**config.mk**
```make
export PLATFORM = sky130hd
export DESIGN_NAME = apb_wait_mem
export DESIGN_NICKNAME = d
export VERILOG_FILES = /design/src/rtl/apb_wait_mem_pkg.sv /design/src/rtl/apb_wait_mem_ctrl.sv /design/src/rtl/apb_wait_mem_dpath.sv /design/src/rtl/apb_wait_mem.sv
export SDC_FILE = /design/constraint.sdc
export NUM_CORES = 1
export LEC_CHECK = 0
export ABC_AREA = 1
export BUFFER_PORTS_ARGS = -buffer_cell sky130_fd_sc_hd__buf_2
export CAP_MARGIN = 15
export CORE_MARGIN = 2
export CORE_UTILIZATION = 45
export CTS_CLUSTER_SIZE = 10
export DETAILED_ROUTE_END_ITERATION = 10
export GPL_TIMING_DRIVEN = 0
export PLACE_DENSITY = 0.61
export SLEW_MARGIN = 20
export SYNTH_ARGS = -nofsm -noshare
export SYNTH_HDL_FRONTEND = slang
export SYNTH_HIERARCHICAL = 1
export SYNTH_SLANG_ARGS = --single-unit
```
**constraint.sdc**
```tcl
create_clock -name clk -period 4 [get_ports clk]
set_input_delay 0.4 -clock clk [delete_from_list [all_inputs] [get_ports clk]]
set_output_delay 0.4 -clock clk [all_outputs]
set_load 0.01 [all_outputs]
```
**src/rtl/apb_wait_mem_pkg.sv**
```systemverilog
package apb_wait_mem_pkg;

  // Phase of the transfer being served
  typedef enum logic [1:0] {
    PH_IDLE     = 2'd0,
    PH_WAITING  = 2'd1,
    PH_COMPLETE = 2'd2
  } phase_t;

  // Strobes from control to datapath
  typedef struct packed {
    logic memWrite;   // store pwdata at the indexed entry
    logic loadRd;     // register the read word onto prdata
    logic clearRd;    // return prdata to zero
  } strobe_t;

endpackage

```
**src/rtl/apb_wait_mem_ctrl.sv**
```systemverilog
module apb_wait_mem_ctrl
  import apb_wait_mem_pkg::*;
#(
  parameter int WAIT_BITS = 4
) (
  input  logic                 clk,
  input  logic                 rstN,
  input  logic                 psel,
  input  logic                 penable,
  input  logic                 pwrite,
  input  logic [WAIT_BITS-1:0] cfgWait,
  input  logic                 cfgErr,
  input  logic                 cfgIdleReady,
  output logic                 pready,
  output logic                 pslverr,
  output strobe_t              strobe
);

  localparam logic [WAIT_BITS-1:0] CNT_ONE  = WAIT_BITS'(1);
  localparam logic [WAIT_BITS-1:0] CNT_ZERO = '0;

  phase_t               phase;
  logic [WAIT_BITS-1:0] waitLeft;
  logic                 isWrite;
  logic                 errHeld;
  logic                 errOut;
  logic                 setupSeen;
  logic                 lastWait;

  assign setupSeen = (phase == PH_IDLE) && psel && !penable;
  assign lastWait  = (phase == PH_WAITING) && psel && (waitLeft == CNT_ONE);

  always_ff @(posedge clk or negedge rstN) begin
    if (!rstN) begin
      phase    <= PH_IDLE;
      waitLeft <= '0;
      isWrite  <= 1'b0;
      errHeld  <= 1'b0;
      errOut   <= 1'b0;
    end else begin
      case (phase)
        PH_IDLE: begin
          if (setupSeen) begin
            isWrite  <= pwrite;
            errHeld  <= cfgErr;
            waitLeft <= cfgWait;
            if (cfgWait == CNT_ZERO) begin
              phase  <= PH_COMPLETE;
              errOut <= cfgErr;
            end else begin
              phase  <= PH_WAITING;
            end
          end
        end
        PH_WAITING: begin
          if (!psel) begin
            phase <= PH_IDLE;
          end else if (waitLeft == CNT_ONE) begin
            phase  <= PH_COMPLETE;
            errOut <= errHeld;
          end else begin
            waitLeft <= waitLeft - CNT_ONE;
          end
        end
        PH_COMPLETE: begin
          phase  <= PH_IDLE;
          errOut <= 1'b0;
        end
        default: begin
          phase  <= PH_IDLE;
          errOut <= 1'b0;
        end
      endcase
    end
  end

  always_comb begin
    strobe          = '0;
    strobe.loadRd   = (setupSeen && !pwrite && (cfgWait == CNT_ZERO)) ||
                      (lastWait && !isWrite);
    strobe.memWrite = (phase == PH_COMPLETE) && isWrite && psel && penable;
    strobe.clearRd  = (phase == PH_COMPLETE) ||
                      ((phase == PH_WAITING) && !psel);
  end

  assign pready  = (phase == PH_IDLE) ? cfgIdleReady : (phase == PH_COMPLETE);
  assign pslverr = errOut;

  AST_WAIT_HOLDS_LOW: assert property (@(posedge clk) disable iff (!rstN)
    (setupSeen && (cfgWait != CNT_ZERO)) |=> !pready) else $error("wait");

  AST_ZERO_WAIT_READY: assert property (@(posedge clk) disable iff (!rstN)
    (setupSeen && (cfgWait == CNT_ZERO)) |=> pready) else $error("zero wait");

  AST_ERR_WITH_READY: assert property (@(posedge clk) disable iff (!rstN)
    pslverr |-> (pready && (phase == PH_COMPLETE))) else $error("err");

  AST_AFTER_DONE_IDLE: assert property (@(posedge clk) disable iff (!rstN)
    (phase == PH_COMPLETE) |=> ((pready == cfgIdleReady) && !pslverr)) else $error("after");

endmodule

```
**src/rtl/apb_wait_mem_dpath.sv**
```systemverilog
module apb_wait_mem_dpath
  import apb_wait_mem_pkg::*;
#(
  parameter int          DEPTH       = 16,
  parameter int          DATA_W      = 32,
  parameter logic [31:0] DEFAULT_VAL = 32'h0000_0000,
  localparam int         IDX_W       = $clog2(DEPTH)
) (
  input  logic              clk,
  input  logic              rstN,
  input  strobe_t           strobe,
  input  logic [IDX_W-1:0]  wordIdx,
  input  logic [DATA_W-1:0] wrData,
  output logic [DATA_W-1:0] prdata
);

  logic [DATA_W-1:0] entryData  [DEPTH];
  logic [DEPTH-1:0]  entryValid;
  logic [DATA_W-1:0] rdWord;
  logic [DATA_W-1:0] rdReg;

  for (genvar e = 0; e < DEPTH; e++) begin : g_entry
    logic hit;
    assign hit = strobe.memWrite && (wordIdx == IDX_W'(e));

    always_ff @(posedge clk or negedge rstN) begin
      if (!rstN) entryValid[e] <= 1'b0;
      else if (hit) entryValid[e] <= 1'b1;
    end

    always_ff @(posedge clk) begin
      if (hit) entryData[e] <= wrData;
    end
  end

  assign rdWord = entryValid[wordIdx] ? entryData[wordIdx] : DATA_W'(DEFAULT_VAL);

  always_ff @(posedge clk or negedge rstN) begin
    if (!rstN)               rdReg <= '0;
    else if (strobe.loadRd)  rdReg <= rdWord;
    else if (strobe.clearRd) rdReg <= '0;
  end

  assign prdata = rdReg;

  AST_WRITE_MARKS_VALID: assert property (@(posedge clk) disable iff (!rstN)
    strobe.memWrite |=> entryValid[$past(wordIdx)]) else $error("valid");

  AST_RD_CLEARED: assert property (@(posedge clk) disable iff (!rstN)
    (strobe.clearRd && !strobe.loadRd) |=> (prdata == '0)) else $error("clear");

endmodule

```
**src/rtl/apb_wait_mem.sv**
```systemverilog
module apb_wait_mem
  import apb_wait_mem_pkg::*;
#(
  parameter int          DEPTH       = 16,
  parameter int          WAIT_BITS   = 4,
  parameter logic [31:0] DEFAULT_VAL = 32'h0000_0000,
  localparam int         ADDR_BITS   = $clog2(DEPTH)
) (
  input  logic                 clk,
  input  logic                 rstN,
  input  logic                 psel,
  input  logic                 penable,
  input  logic                 pwrite,
  input  logic [31:0]          paddr,
  input  logic [31:0]          pwdata,
  input  logic [WAIT_BITS-1:0] cfgWait,
  input  logic                 cfgErr,
  input  logic                 cfgIdleReady,
  output logic [31:0]          prdata,
  output logic                 pready,
  output logic                 pslverr
);

  strobe_t              strobe;
  logic [ADDR_BITS-1:0] wordIdx;
  logic                 unusedAddrBits;

  assign wordIdx        = paddr[ADDR_BITS+1:2];
  assign unusedAddrBits = ^{paddr[31:ADDR_BITS+2], paddr[1:0]};

  apb_wait_mem_ctrl #(
    .WAIT_BITS(WAIT_BITS)
  ) u_ctrl (
    .clk         (clk),
    .rstN        (rstN),
    .psel        (psel),
    .penable     (penable),
    .pwrite      (pwrite),
    .cfgWait     (cfgWait),
    .cfgErr      (cfgErr),
    .cfgIdleReady(cfgIdleReady),
    .pready      (pready),
    .pslverr     (pslverr),
    .strobe      (strobe)
  );

  apb_wait_mem_dpath #(
    .DEPTH      (DEPTH),
    .DATA_W     (32),
    .DEFAULT_VAL(DEFAULT_VAL)
  ) u_dpath (
    .clk    (clk),
    .rstN   (rstN),
    .strobe (strobe),
    .wordIdx(wordIdx),
    .wrData (pwdata),
    .prdata (prdata)
  );

  AST_RDATA_QUIET: assert property (@(posedge clk) disable iff (!rstN)
    (prdata != '0) |-> pready) else $error("rdata");

  AST_START_NEEDS_SETUP: assert property (@(posedge clk) disable iff (!rstN)
    (!psel && !pready) |=> (pready == cfgIdleReady)) else $error("start");

endmodule

```
**Yosys cells after proc, flatten, opt, wreduce, memory -nomap -nowiden**

Memory sizes are Yosys's and may differ from the RTL's.
Index checks and enable logic that the tools add are counted.

- $add $sub $neg: 1
- Magnitude comparators: 1
- Equality and inequality tests: 24
- Muxes and demuxes: 97
- Reductions and logical operators: 57

Operator list:

| operator | count |
|---|---|
| $mux 32 | 18 |
| $reduce_or 32->1 | 15 |
| $mux 4 | 18 |
| $mux 1 | 53 |
| $eq 4x4->1 const B | 8 |
| $logic_and 1x1->1 | 27 |
| $eq 4x3->1 const B | 4 |
| $eq 4x1->1 const B | 2 |
| $eq 4x2->1 const B | 2 |
| $logic_not 4->1 | 2 |
| $mux 2 | 4 |
| $pmux 4 s2 | 1 |
| $reduce_and 4->1 | 2 |
| $ne 2x2->1 const B | 3 |
| $lt 4x5->1 const B | 1 |
| $bmux 1 s4 | 1 |
| $logic_not 1->1 | 4 |
| $ne 2x1->1 const B | 2 |
| $pmux 2 s2 | 1 |
| $reduce_and 2->1 | 2 |
| $reduce_bool 2->1 | 2 |
| $sub 4x1->4 const B | 1 |
| $ne 3x2->1 const B | 1 |
| $eq 2x1->1 const B | 1 |
| other kinds (4) | 5 |

- Bits in registers: 57
- RAM bits: 512
- Input bits: 75
- Output and inout port bits: 34
- Logic and storage cells: 203
- Memories: 1

Memory list:

| name | words | width | rd ports | clocked after Yosys merged registers in | write ports | line | RTL |
|---|---|---|---|---|---|---|---|
| u_dpath.entryData | 16 | 32 | 1 | 0 | 1 | apb_wait_mem_dpath.sv:17 | `logic [DATA_W-1:0] entryData [DEPTH];` |

**Longest topological paths before layout**

Gate-level depths: netlist of the first run.

- Word-level depth: 23
- Mapped depth: 14
- Mapped depth without buffers: 11

**Modules after synthesis**

The synthesis of the first run kept the hierarchy.

By module, submodules not included:

| module | times used | cells an instance | area each (um^2) | sequential area each (um^2) |
|---|---|---|---|---|
| apb_wait_mem_dpath | 1 | 2301 | 23674.0 | 16575.9 |
| apb_wait_mem_ctrl | 1 | 88 | 643.1 | 225.2 |

**Least setup slack after synthesis of the first run**

No wires, ideal clock.

- Kind: reg-to-reg
- Start: register u_ctrl.phase[0]
- End: memory u_dpath.entryData[11][0] (enable)
- Library setup time: 0.423 ns
- Arrival time: 2.597 ns
- Data required time: 3.577 ns
- Slack: 0.981 ns
- Cell stages (with the launch flop): 7
- Path buffers: 0
- Period minus slack after synthesis: 3.019 ns
- Path through: dfrtp_1 -> inv_2 -> nand2_1 -> nor4_1 -> and3_1 -> inv_2 -> nor2_1

RTL lines:

| item | line | RTL |
|---|---|---|
| start, declared | apb_wait_mem_ctrl.sv:22 | `phase_t phase;` |
| start signal, assigned | apb_wait_mem_ctrl.sv:35 | `phase <= PH_IDLE;` |
| start signal, assigned | apb_wait_mem_ctrl.sv:48 | `phase <= PH_COMPLETE;` |
| start signal, assigned | apb_wait_mem_ctrl.sv:51 | `phase <= PH_WAITING;` |
| end, declared | apb_wait_mem_dpath.sv:17 |  |

==> results.md, run 1 <==
- Cell internal power was estimated by the tool at 10.2 mW.
- Compared with the post-synthesis result, the final layout area differs by 17.2%.
- The clock network burns 41.7% of the power.
- The arrival time at the worst endpoint is 3.64 ns.
- After clock tree synthesis, the clock-pin slew on the worst setup and hold paths is 0.06 ns.
- The count of vias placed by the detailed router is 17171.
- The number of endpoints with negative hold slack in the final report is 0.
- The slew at the pin closest to its max-slew limit is 1.09 ns.
- The flow ran to the end, and the final reports show no timing, DRC or antenna violations.
- Summed over all layers, the global routing overflow is 0.
- At the later pin of the worst-skew pair, clock insertion delay measures 0.60 ns.
- The design draws 13.5 mW.
- In this run the horizontal extent of the chip is 236 um.
- The smallest clock period supported by the final layout is computed as 3.36 ns.
- The wire length per cell after detailed routing is 21.2 um.
- Once the floorplan was initialized, standard cells occupied 45.4% of the core.
- The register bit count reported by yosys is 569.
- During placement, the flow inserted port buffers numbering 78.
- The utilization after layout is 53.2%.
- The count of max-cap constraint violations is 0.
- The die covers 55900 um2.
- The deepest level of the CTS H-tree is 3.
- The first global-routing pass estimated 103000 um of wire.
- The required arrival time at the worst endpoint is 4.29 ns.
- The switching share of power is 23.9%.
- The portion of the post-synthesis area used by sequential elements is 69.1%.
- Global routing consumed, over all layers together, 25.3% of the routing resources.
- The number of synthesized flops with an enable pin is 512.
- The capturing element type of the critical path is a flop.
- The number of distinct standard cells referenced by the synthesized netlist is 31.
- The final layout contains 2644 nets.
- The count of mapped cells out of synthesis is 2389.
- The tightest slew margin relative to the limit is 27.6%.
- TritonCTS built the clock tree.
- In the final layout, flip-flops and latches occupy 16800 um2.
- Setup repair after global routing left no endpoint under its margin.
- The mapped netlist covers 24300 um2.
- Entering global routing, the biggest net connects 46 pins.
- The estimated wirelength of the detail-placed design is 46000 um.
- The tightest min-delay check is of the input port to flop type.
- 109 I/O pins were placed.
- OpenSTA, run right after detailed placement, puts the worst setup slack at 0.626 ns.
- After synthesis, the share of flip-flops with an asynchronous set or reset is 10.0%.
- The first detailed-routing pass ran for 5 iterations.
- The upper clock frequency limit is 298 MHz.
- For this design the total switching power over the nets is 3.21 mW.
- The number of buffers on the longest clock path is 3.
- For this run, the number of Yosys warnings is 6.
- The fraction of final layout cells sized beyond drive strength 1 is 13.2%.
- Among all flip-flop cells after synthesis, the most frequent one is sky130_fd_sc_hd__edfxtp_1.
- The worst-case clock skew is 0.0273 ns.
- The region available for standard cell placement spans 53600 um2.
- The clock net in this run drives a total of 569 sinks.
- Power spread over the standard cell area amounts to 473 nW/um2.
- The detailed router finished its first iteration with 1632 violations.
- The vertical extent of the die is 236 um.
- The final number of setup-violating endpoints is 0.
- The detail route stage leaves a number of antenna-violating nets equal to 0.
- The number of design rule violations left after detail routing is 0.
- The tree is rooted in a sky130_fd_sc_hd__clkbuf_16.
- The number of global-route vias before repair was 16280.
- The peak supply drop is 318 uV.
- The number of rows in the core area is 85.
- The final weighted congestion of routability-driven global placement is 0.829.
- The number of gates resized after CTS was 0.
- The worst-case setup margin in the final layout is 0.645 ns.
- The share of total power dissipated in sequential elements is 49.1%.
- The number of antenna violations at the first check in global routing came to 0.
- The number of nets in the synthesized netlist is 2466.
- The count of final max-slew check failures was 0.
- The largest fanout of any net on the critical path is 14.
- The total routed wirelength is 70300 um.
- Combinational logic is responsible for 9.2% of the overall power.
- Buffers inserted during clock tree synthesis total 67.
- The final critical path takes up 83.9% of the cycle.
- After detailed routing, the number of vias per cell comes to 5.18.
- The mean instance size in the synthesized netlist is 10.2 um2.
- The worst setup path is launched from a flop.
- The diode insertion count for antenna repair is 0.
- The critical path is of the flop to flop type.
- The leakage power of the design is 12.5 nW.
- Summing all multi-input logic gate instances after layout gives 6530 um2.
- After filler insertion, the fill cell instance count of the layout stands at 4675.
-- logic make-up after synthesis --
logic type      after synthesis  synth area share, %
compound gates               10                0.247
xor+xnor                      1               0.0360
fa+ha+maj                     2                0.103
buf+inv                     197                 4.55
flops                       569                 69.1
simple gates               1610                 26.0
-- synth_stat cells (2+ instances only) --
| cell type | n | area, um2 |
|---|---|---|
| sky130_fd_sc_hd__buf_8 | 3 | 45.0 |
| sky130_fd_sc_hd__nand3_1 | 21 | 105 |
| sky130_fd_sc_hd__nand3_2 | 24 | 240 |
| sky130_fd_sc_hd__edfxtp_1 | 512 | 15400 |
| sky130_fd_sc_hd__or2_1 | 6 | 37.5 |
| sky130_fd_sc_hd__o21ai_2 | 2 | 17.5 |
| sky130_fd_sc_hd__buf_6 | 29 | 327 |
| sky130_fd_sc_hd__nor2_2 | 2 | 12.5 |
| sky130_fd_sc_hd__nor2_1 | 24 | 90.1 |
| sky130_fd_sc_hd__buf_2 | 53 | 265 |
| sky130_fd_sc_hd__o21ai_1 | 5 | 25.0 |
| sky130_fd_sc_hd__or2_2 | 11 | 68.8 |
| sky130_fd_sc_hd__ha_1 | 2 | 25.0 |
| sky130_fd_sc_hd__a21oi_1 | 2 | 10.0 |
| sky130_fd_sc_hd__inv_1 | 78 | 293 |
| sky130_fd_sc_hd__inv_2 | 8 | 30.0 |
| sky130_fd_sc_hd__buf_1 | 3 | 11.3 |
| sky130_fd_sc_hd__buf_4 | 11 | 82.6 |
| sky130_fd_sc_hd__dfrtp_1 | 57 | 1430 |
| sky130_fd_sc_hd__nand2_4 | 2 | 22.5 |
| sky130_fd_sc_hd__clkbuf_1 | 11 | 41.3 |
| sky130_fd_sc_hd__nand2_1 | 1514 | 5680 |
-- layout by cell type (no fill, tap or decap), types with 12 or more instances in the layout --
| master | instances |
|---|---|
| sky130_fd_sc_hd__clkbuf_1 | 57 |
| sky130_fd_sc_hd__inv_1 | 78 |
| sky130_fd_sc_hd__buf_6 | 29 |
| sky130_fd_sc_hd__edfxtp_1 | 512 |
| sky130_fd_sc_hd__dfrtp_1 | 57 |
| sky130_fd_sc_hd__nand3_2 | 24 |
| sky130_fd_sc_hd__buf_2 | 130 |
| sky130_fd_sc_hd__nor2_4 | 17 |
| sky130_fd_sc_hd__clkbuf_16 | 70 |
| sky130_fd_sc_hd__nand2_1 | 1514 |
| sky130_fd_sc_hd__nand3_1 | 21 |
| sky130_fd_sc_hd__buf_4 | 12 |
| sky130_fd_sc_hd__buf_16 | 26 |
-- power by group through the flow --
stage          Combinational, mW  Sequential (mW)  Clock (mW)
2_1_floorplan              0.765             6.73           0
3_3_place_gp                1.19             6.73           0
3_5_place_dp                1.23             6.73           0
4_1_cts                     1.24             6.61        5.70
5_1_grt                     1.36             6.62        5.94
6_report                    1.24             6.61        5.61
-- final timing paths --
check / end / depth (start not counted) / slack, ns / startpoint
max: u_dpath/entryData[0][13] / 7 / 0.64 / u_ctrl/phase[0]
min: u_ctrl/errHeld / 3 / 0.07 / cfgErr
max reg2reg: u_dpath/entryData[0][13] / 7 / 0.64 / u_ctrl/phase[0]
min reg2reg: u_dpath/entryValid[15] / 1 / 0.47 / u_dpath/entryValid[15]
max in group asynchronous: u_dpath/prdata[29] / 3 / 3.22 / rstN
min in group asynchronous: u_dpath/prdata[7] / 2 / 0.22 / rstN
-- final cells by class --
cell class	count	area share, %
repair buffers	109	4.21
multi-input cells	1623	22.9
plain buffers	110	2.71
inverters	87	1.17
clock buffers	117	6.80
flip-flops and latches	569	59.0
well taps	696	3.06
clock inverters	2	0.162
-- flip-flops by register name (all words and copies together), names as in the netlist --
signal / cells
u_ctrl/pslverr: 1
u_ctrl/phase: 2
u_ctrl/waitLeft: 4
u_ctrl/isWrite: 1
u_ctrl/errHeld: 1
u_dpath/entryValid: 16
u_dpath/prdata: 32
u_dpath/entryData: 512
-- layer usage --
layer  GRT usage (%)  vias up  share of wire, %
li1                -     8009                 -
met4            9.07        0               2.8
met2            41.0      741                47
met1            34.8     8305                42
met5               0        -                 0
met3            3.81      116               8.1
-- stage by stage --
step / area [um2] / setup TNS [ns] / cells / hold WS (ns)
3_3_place_gp: 25600 / -680.41 / 3163 / 0.447
4_1_cts: 28500 / 0 / 3313 / 0.0419
6_report: 28500 / 0 / 3313 / 0.0717
3_5_place_dp: 26500 / 0 / 3193 / 0.289
2_1_floorplan: 24300 / 0 / 2389 / 0.104
5_1_grt: 28500 / 0 / 3313 / 0.0599
-- what timing repair did --
action | in CTS | in global routing
hold buffers | 1 | 0
setup buffers | 0 | 0
endpoints found under the setup margin | 0 | 0
endpoints found under the hold margin | 47 | 0
-- worst max-delay path, cell delays in order (launching register included) --
cell	delay [ns]
sky130_fd_sc_hd__dfrtp_1	0.45
sky130_fd_sc_hd__inv_2	0.13
sky130_fd_sc_hd__nand2_1	0.09
sky130_fd_sc_hd__nor4_1	0.71
sky130_fd_sc_hd__nand3_1	0.53
sky130_fd_sc_hd__nor2_4	0.73
sky130_fd_sc_hd__buf_16	0.23
sky130_fd_sc_hd__buf_16	0.17
Note: power is estimated with default switching activity, not from simulation.
==> run 2: changes to the inputs <==
- clock period: 4 -> 3.2 ns (I/O delays scaled with it)
==> run 2 against run 1 <==
Fmax up 12%; final cell count up 0.24%; power up 25%; via count up 0.28%; combinational power increased by 25%; sequential share of layout area decreased by 0.19 points; clock-buffer cell count unchanged; die area did not move; sequential power rose by 25%; flip-flop and latch count stayed put.
==> results.md, run 2 (synthesis gave the netlist of run 1 again) <==
- The shortest clock period the worst path allows after layout came to 2.99 ns (-0.368 ns).
- In the layout the commonest cells are 1514 x sky130_fd_sc_hd__nand2_1, 512 x sky130_fd_sc_hd__edfxtp_1, 130 x sky130_fd_sc_hd__buf_2, 78 x sky130_fd_sc_hd__inv_1, 70 x sky130_fd_sc_hd__clkbuf_16.
- The largest net degree at the start of global routing is 46 (unchanged).
- The fraction of final layout cells sized beyond drive strength 1 is 13.5% (+0.26 points).
- Setup repair after global routing left no endpoint under its margin.
- The number of global-route vias before repair is 16329 (+0.30%).
- The leakage power of the design is 12.5 nW (+0.38%).
- The floorplan die area was 55900 um2 (unchanged).
- The internal power of the cells came to 12.8 mW (+25%).
- The cell chosen for the clock root is sky130_fd_sc_hd__clkbuf_16.
- The standard cell with the maximum stage delay on the critical path is sky130_fd_sc_hd__nor2_1.
- The upper clock frequency limit is 335 MHz (+12%).
- The worst-case clock skew was 0.0250 ns (-0.00231 ns).
- The later-pin clock latency in the skew report came to 0.60 ns (about the same).
- The I/O pin count is 109 (unchanged).
- The power per standard cell area is 589 nW/um2 (+25%).
- The tightest slew margin relative to the limit came to 27.1% (-0.54 points).
- The area of the placeable core is 53600 um2 (unchanged).
- The post-route fraction of the period consumed by the critical path came to 93.4% (+9.5 points).
- The number of buffers on the longest clock path is 3 (unchanged).
- The number of antenna violations at the first check in global routing is 0 (unchanged).
- TritonCTS built the clock tree.
- The clock net sink count is 569 (unchanged).
- The detailed-route vias per instance is 5.18 (about the same).
- The post-CTS clock slew at the launch and capture registers of the worst setup and hold paths was 0.05 ns (about the same).
- The switching power is 4.03 mW (+25%).
- The number of design rule violations left after detail routing is 0 (unchanged).
- The slew at the pin closest to its max-slew limit came to 1.09 ns (+0.00817 ns).
- More flip-flops sit in one register than any other, and that register is u_dpath/entryData.
- The number of buffers created by CTS was 67 (unchanged).
- The global route total overflow is 0 (unchanged).
- The number of iterations in the first detailed-routing pass is 5 (unchanged).
- The first-pass GRT wire length was 104000 um (+0.33%).
- The number of rows in the core area came to 85 (unchanged).
- The peak supply drop came to 399 uV (+25%).
- The count of vias placed by the detailed router is 17219 (+0.28%).
- The maximum cell stage delay along the critical path came to 0.86 ns (+0.13 ns).
- The count of input and output buffers is 78 (unchanged).
- In this design, the critical path's most frequently occurring cell is sky130_fd_sc_hd__nand2_1.
- The total routed wirelength is 70700 um (+0.58%).
- The switching share of power was 23.9% (+0.048 points).
- The design area is 28600 um2 (+0.33%).
- The clock network fraction of total power is 41.7% (about the same).
- The capturing element type of the critical path is a flop.
- By startpoint and endpoint, the worst setup path is classified as flop to flop.
- The sequential fraction of design power is 49.1% (about the same).
- The most common cell after layout, fill and taps aside is sky130_fd_sc_hd__nand2_1.
- The instance count after placement with tap cells included came to 3193 (unchanged).
- The final number of setup-violating endpoints is 0 (unchanged).
- The wire length per cell after detailed routing is 21.3 um (+0.34%).
- The global-route usage over all layers is 25.4% (+0.10 points).
- The diode insertion count for antenna repair is 0 (unchanged).
- The floorplan die width is 236 um (unchanged).
- The starting DRC count in detailed routing is 1700 (+4.2%).
- The net total in the final layout is 2652 (+0.30%).
- The number of endpoints with negative hold slack in the final report is 0 (unchanged).
- The area growth from synthesis to layout is 17.6%.
- The vertical extent of the die is 236 um (unchanged).
- The run finished with clean final reports.
- The deepest level of the CTS H-tree is 3 (unchanged).
- The share of power burned in combinational logic is 9.2% (about the same).
- The min-delay analysis places its worst path in the category input port to flop.
- The signal on the critical path passes through nor2_2, nand3_2, nor2_1, nand2_1, o31ai_1, clkbuf_1, nor2_1, clkbuf_1, nand2_1, nand2_1.
- The number of flip-flops under the largest register name came to 512 (unchanged).
- The count of final max-slew check failures is 0 (unchanged).
- The final cell count without fillers came to 3321 (+0.24%).
- The post-detailed-placement cell area was 26500 um2 (unchanged).
- The startpoint type of the worst setup path is a flop.
- The count of nets left with antenna violations after detail routing is 0 (unchanged).
- The count of max-cap constraint violations was 0 (unchanged).
- The final weighted congestion of routability-driven global placement is 0.829 (unchanged).
- The largest fanout of any net on the critical path is 10 (-4).
- The filler cell count in the final layout is 4653 (-0.47%).
- The starting density of the core was 45.4% (unchanged).
- The arrival time at the worst endpoint is 3.51 ns (-0.13 ns).
- The required arrival time at the worst endpoint is 3.72 ns (-0.57 ns).
- The estimated wirelength of the detail-placed design came to 46000 um (unchanged).
## run 2: worst max-delay path: cells and delay by family (launching register included)
kind                   cells  cell delay, ns
AOI/OAI and AO/OA          1            0.06
buffers and inverters      2            0.91
DFF                        1            0.48
and+or+nand+nor            7            1.46
## run 2: what timing repair did
item                       4_1_cts  5_1_grt
hold endpoints to repair        58        0
hold buffers                     2        0
setup endpoints to repair       49       37
buffers inserted                 5        2
pin swaps                        4        1
resized for setup                0        1
## run 2: area by class of cell
cell class              count  area (um2)  area share (%)
multi-input cells        1623        6540            22.9
clock inverters             2        46.3           0.162
flip-flops and latches    569       16800            58.8
well taps                 696         871            3.05
clock buffers             117        1940            6.78
repair buffers            117        1290            4.50
inverters                  87         334            1.17
plain buffers             110         772            2.70
## run 2: through the flow
stage	hold WS, ns	worst slack, ns	power [mW]	setup TNS, ns	utilization, %
after floorplan	0.0244	0.181	9.37	0	-
after global placement	0.447	-2.18	9.90	-1074.23	47.7
after detailed placement	0.209	-0.101	9.95	-2.25	49.4
after CTS	0.0184	0.00608	16.9	0	53.3
after global routing	0.0403	0.185	17.4	0	53.3
final	0.0470	0.213	16.8	0	53.3
## run 2: routing by layer
| metal | part of all wire (%) | wire [um] | track usage [%] | vias up |
|---|---|---|---|---|
| li1 | - | - | - | 8018 |
| met1 | 42 | 29500 | 34.8 | 8271 |
| met2 | 47 | 33200 | 41.3 | 793 |
| met3 | 8.2 | 5810 | 3.86 | 137 |
| met4 | 3.1 | 2210 | 9.01 | 0 |
| met5 | 0 | 0 | 0 | - |
## run 2: final timing paths
path	startpoint	slack [ns]	cells after the start	endpoint
setup reg to reg	u_ctrl/phase[1]	0.21	10	u_dpath/prdata[16]
hold reg to reg	u_dpath/entryValid[13]	0.46	1	u_dpath/entryValid[13]
min in group asynchronous	rstN	0.14	2	u_dpath/prdata[7]
setup / recovery	u_ctrl/phase[1]	0.21	10	u_dpath/prdata[16]
hold / removal	pwrite	0.05	3	u_ctrl/isWrite
max in group asynchronous	rstN	2.50	3	u_dpath/prdata[28]
## run 2: power groups by stage
stage | clock (mW) | sequential [mW] | combinational, mW
finish | 7.02 | 8.27 | 1.55
CTS | 7.12 | 8.26 | 1.55
floorplan | 0 | 8.41 | 0.957
detailed placement | 0 | 8.41 | 1.54
global placement | 0 | 8.41 | 1.48
global route | 7.43 | 8.27 | 1.71
==> run 3: changes to the inputs <==
- CTS_BUF_LIST: unset -> sky130_fd_sc_hd__clkbuf_8
==> run 3 against run 2 <==
Clock power shrank 17%; final cell count grew 2.2%; utilization shrank 0.13 points; flip-flop and latch count is the same; hold slack lost 0.0094 ns; non-clock buffer count grew 23; critical path type unchanged; largest power group unchanged; highest routed layer is now met5.
==> results.md, run 3 (synthesis gave the netlist of run 1 again) <==
- The worst slack at placement is -0.101 ns (unchanged).
- The instance count after placement with tap cells included is 3193 (unchanged).
- The share of power burned in combinational logic is 10.2% (+1.0 points).
- The layout overhead on the synthesized area is 17.3%.
- The number of iterations in the first detailed-routing pass came to 5 (unchanged).
- The met3 global-route usage was 3.61% (-0.24 points).
- Setup repair after global routing left no endpoint under its margin.
- The vertical extent of the die was 236 um (unchanged).
- The number of endpoints with negative hold slack in the final report came to 0 (unchanged).
- The slew at the pin closest to its max-slew limit was 1.08 ns (-0.0184 ns).
- The wire length per cell after detailed routing is 20.8 um (-2.3%).
- The count of input and output buffers is 78 (unchanged).
- The flow ran to the end, and the final reports show no timing, DRC or antenna violations.
- The largest net degree at the start of global routing is 46 (unchanged).
- The count of max-cap constraint violations came to 0 (unchanged).
- The most critical setup path has its endpoint at u_dpath/prdata[16].
- The global route total overflow is 0 (unchanged).
- The fraction of final layout cells sized beyond drive strength 1 is 14.4% (+0.94 points).
- The detailed-route vias per instance is 5.13 (-1.1%).
- The internal power of the cells is 11.7 mW (-9.0%).
- The worst-case setup margin in the final layout is 0.174 ns (-0.0390 ns).
- The design area is 28500 um2 (-0.25%).
- The final number of setup-violating endpoints came to 0 (unchanged).
- The number of antenna violations at the first check in global routing is 2 (+2).
- The starting density of the core came to 45.4% (unchanged).
- The number of global-route vias before repair came to 16592 (+1.6%).
- The worst-case clock skew is 0.0375 ns (+0.0126 ns).
- The estimated wirelength of the detail-placed design came to 46000 um (unchanged).
- The floorplan die area came to 55900 um2 (unchanged).
- The clock network fraction of total power is 37.0% (-4.7 points).
- The later-pin clock latency in the skew report was 0.68 ns (+0.08 ns).
- The switching share of power is 25.5% (+1.6 points).
- The arrival time at the worst endpoint was 3.63 ns (+0.12 ns).
- The path category of the worst min-delay check is input port to flop.
- The count of nets left with antenna violations after detail routing is 0 (unchanged).
- The starting DRC count in detailed routing is 1610 (-5.3%).
- The area of the placeable core is 53600 um2 (unchanged).
- The clock net sink count is 569 (unchanged).
- The deepest level of the CTS H-tree came to 3 (unchanged).
- The global-route met1 utilization is 34.7% (about the same).
- The post-detailed-placement cell area is 26500 um2 (unchanged).
- The leakage power of the design is 12.7 nW (+1.1%).
- The post-CTS clock slew at the launch and capture registers of the worst setup and hold paths is 0.06 ns (about the same).
- The fraction of met2 tracks used by global routing is 40.7% (-0.60 points).
- The global routing's busiest layer is met2.
- Tracing the worst setup path back leads to its startpoint at u_ctrl/phase[1].
- The switching power is 4.00 mW (-0.77%).
- The tightest slew margin relative to the limit is 28.0% (+0.96 points).
- The global-route usage over all layers is 25.3% (about the same).
- The net total in the final layout was 2699 (+1.8%).
- The number of buffers created by CTS is 91 (+36%).
- The shortest clock period the worst path allows after layout came to 3.03 ns (+0.0390 ns).
- The required arrival time at the worst endpoint is 3.80 ns (+0.08 ns).
- The largest fanout of any net on the critical path is 10 (unchanged).
- The cell chosen for the clock root is sky130_fd_sc_hd__clkbuf_8.
- The largest register by flop count is u_dpath/entryData.
- The sequential fraction of design power was 52.8% (+3.7 points).
- The count of vias placed by the detailed router is 17398 (+1.0%).
- The number of design rule violations left after detail routing came to 0 (unchanged).
- In the layout the commonest cells are 1514 x sky130_fd_sc_hd__nand2_1, 512 x sky130_fd_sc_hd__edfxtp_1, 130 x sky130_fd_sc_hd__buf_2, 112 x sky130_fd_sc_hd__inv_1, 98 x sky130_fd_sc_hd__clkbuf_8.
- The total routed wirelength was 70600 um (-0.18%).
- The cell count of the worst hold path is 1 (-2).
- The peak supply drop came to 279 uV (-30%).
- The count of final max-slew check failures is 0 (unchanged).
- The final weighted congestion of routability-driven global placement is 0.829 (unchanged).
- The type of the worst setup path is flop to flop.
- The post-route fraction of the period consumed by the critical path came to 94.6% (+1.2 points).
- The number of rows in the core area is 85 (unchanged).
- The number of buffers on the longest clock path came to 3 (unchanged).
- The worst setup path is launched from a flop.
- In this run the critical register-to-register path is captured at u_dpath/prdata[16].
- The first-pass GRT wire length came to 104000 um (+0.21%).
- The most common cell after layout, fill and taps aside is sky130_fd_sc_hd__nand2_1.
- The CTS tree is yes.
- The power per standard cell area is 549 nW/um2 (-6.8%).
- The slack of the worst reg-to-reg path is 0.17 ns (-0.04 ns).
- The launch point of the worst reg-to-reg path is u_ctrl/phase[1].
- The length in cells of the worst reg-to-reg path is 10 (unchanged).
- The total power of the final layout came to 15.7 mW (-7.1%).
- The I/O pin count is 109 (unchanged).
- The final cell count without fillers is 3393 (+2.2%).
- The upper clock frequency limit was 330 MHz (-1.3%).
- The floorplan die width is 236 um (unchanged).
- STA classifies the critical path endpoint as a flop.
- The number of flip-flops under the largest register name came to 512 (unchanged).
## run 3: power by group through the flow
stage | Sequential [mW] | Clock [mW] | Combinational [mW]
global placement | 8.41 | 0 | 1.48
detailed placement | 8.41 | 0 | 1.54
global route | 8.27 | 6.24 | 1.75
CTS | 8.26 | 5.91 | 1.59
floorplan | 8.41 | 0 | 0.957
finish | 8.26 | 5.80 | 1.59
## run 3: metrics by stage
stage               hold slack [ns]  util, %   TNS, ns
detailed placement            0.209     49.4     -2.25
CTS                         0.00260     53.2         0
global placement              0.447     47.7  -1074.23
finish                       0.0376     53.2         0
floorplan                    0.0244        -         0
global route                 0.0366     53.2         0
## run 3: how the worst min path moves through the flow
stage / start / to
6_report: pwdata[30] / u_dpath/entryData[13][30]
2_1_floorplan: rstN / u_ctrl/errHeld
4_1_cts: pwdata[7] / u_dpath/entryData[14][7]
3_3_place_gp: u_dpath/entryValid[15] / u_dpath/entryValid[15]
3_5_place_dp: rstN / u_dpath/prdata[8]
5_1_grt: pwdata[30] / u_dpath/entryData[12][30]
## run 3: metal layers
layer | vias up | wire length, um
met4 | 2 | 2490
met3 | 147 | 5720
met2 | 761 | 32800
met5 | - | 15
li1 | 8123 | -
met1 | 8365 | 29600
## run 3: final cells by class
type / count / area, um2
Clock buffer: 98 / 1350
Clock inverter: 69 / 329
Tap cell: 696 / 871
Sequential cell: 569 / 16800
Multi-Input combinational cell: 1623 / 6540
Buffer: 110 / 772
Fill cell: 4687 / 25100
Timing Repair Buffer: 140 / 1520
Antenna cell: 1 / 2.50
Inverter: 87 / 334
## run 3: critical path, stage by stage, from the launching register on
cell and delay (ns):
sky130_fd_sc_hd__dfrtp_1 0.47, sky130_fd_sc_hd__nor2_2 0.12, sky130_fd_sc_hd__nand3_2 0.11, sky130_fd_sc_hd__nor2_1 0.07, sky130_fd_sc_hd__nand2_1 0.05, sky130_fd_sc_hd__o31ai_1 0.06
sky130_fd_sc_hd__clkbuf_1 0.31, sky130_fd_sc_hd__nor2_1 0.92, sky130_fd_sc_hd__clkbuf_1 0.59, sky130_fd_sc_hd__nand2_1 0.13, sky130_fd_sc_hd__nand2_1 0.11
## run 3: what timing repair did
| action | 4_1_cts | 5_1_grt |
|---|---|---|
| resized for setup | 0 | 1 |
| hold buffers | 26 | 0 |
| hold endpoints to repair | 204 | 0 |
| buffers inserted | 6 | 0 |
| pin swaps | 4 | 0 |
| setup endpoints to repair | 64 | 130 |
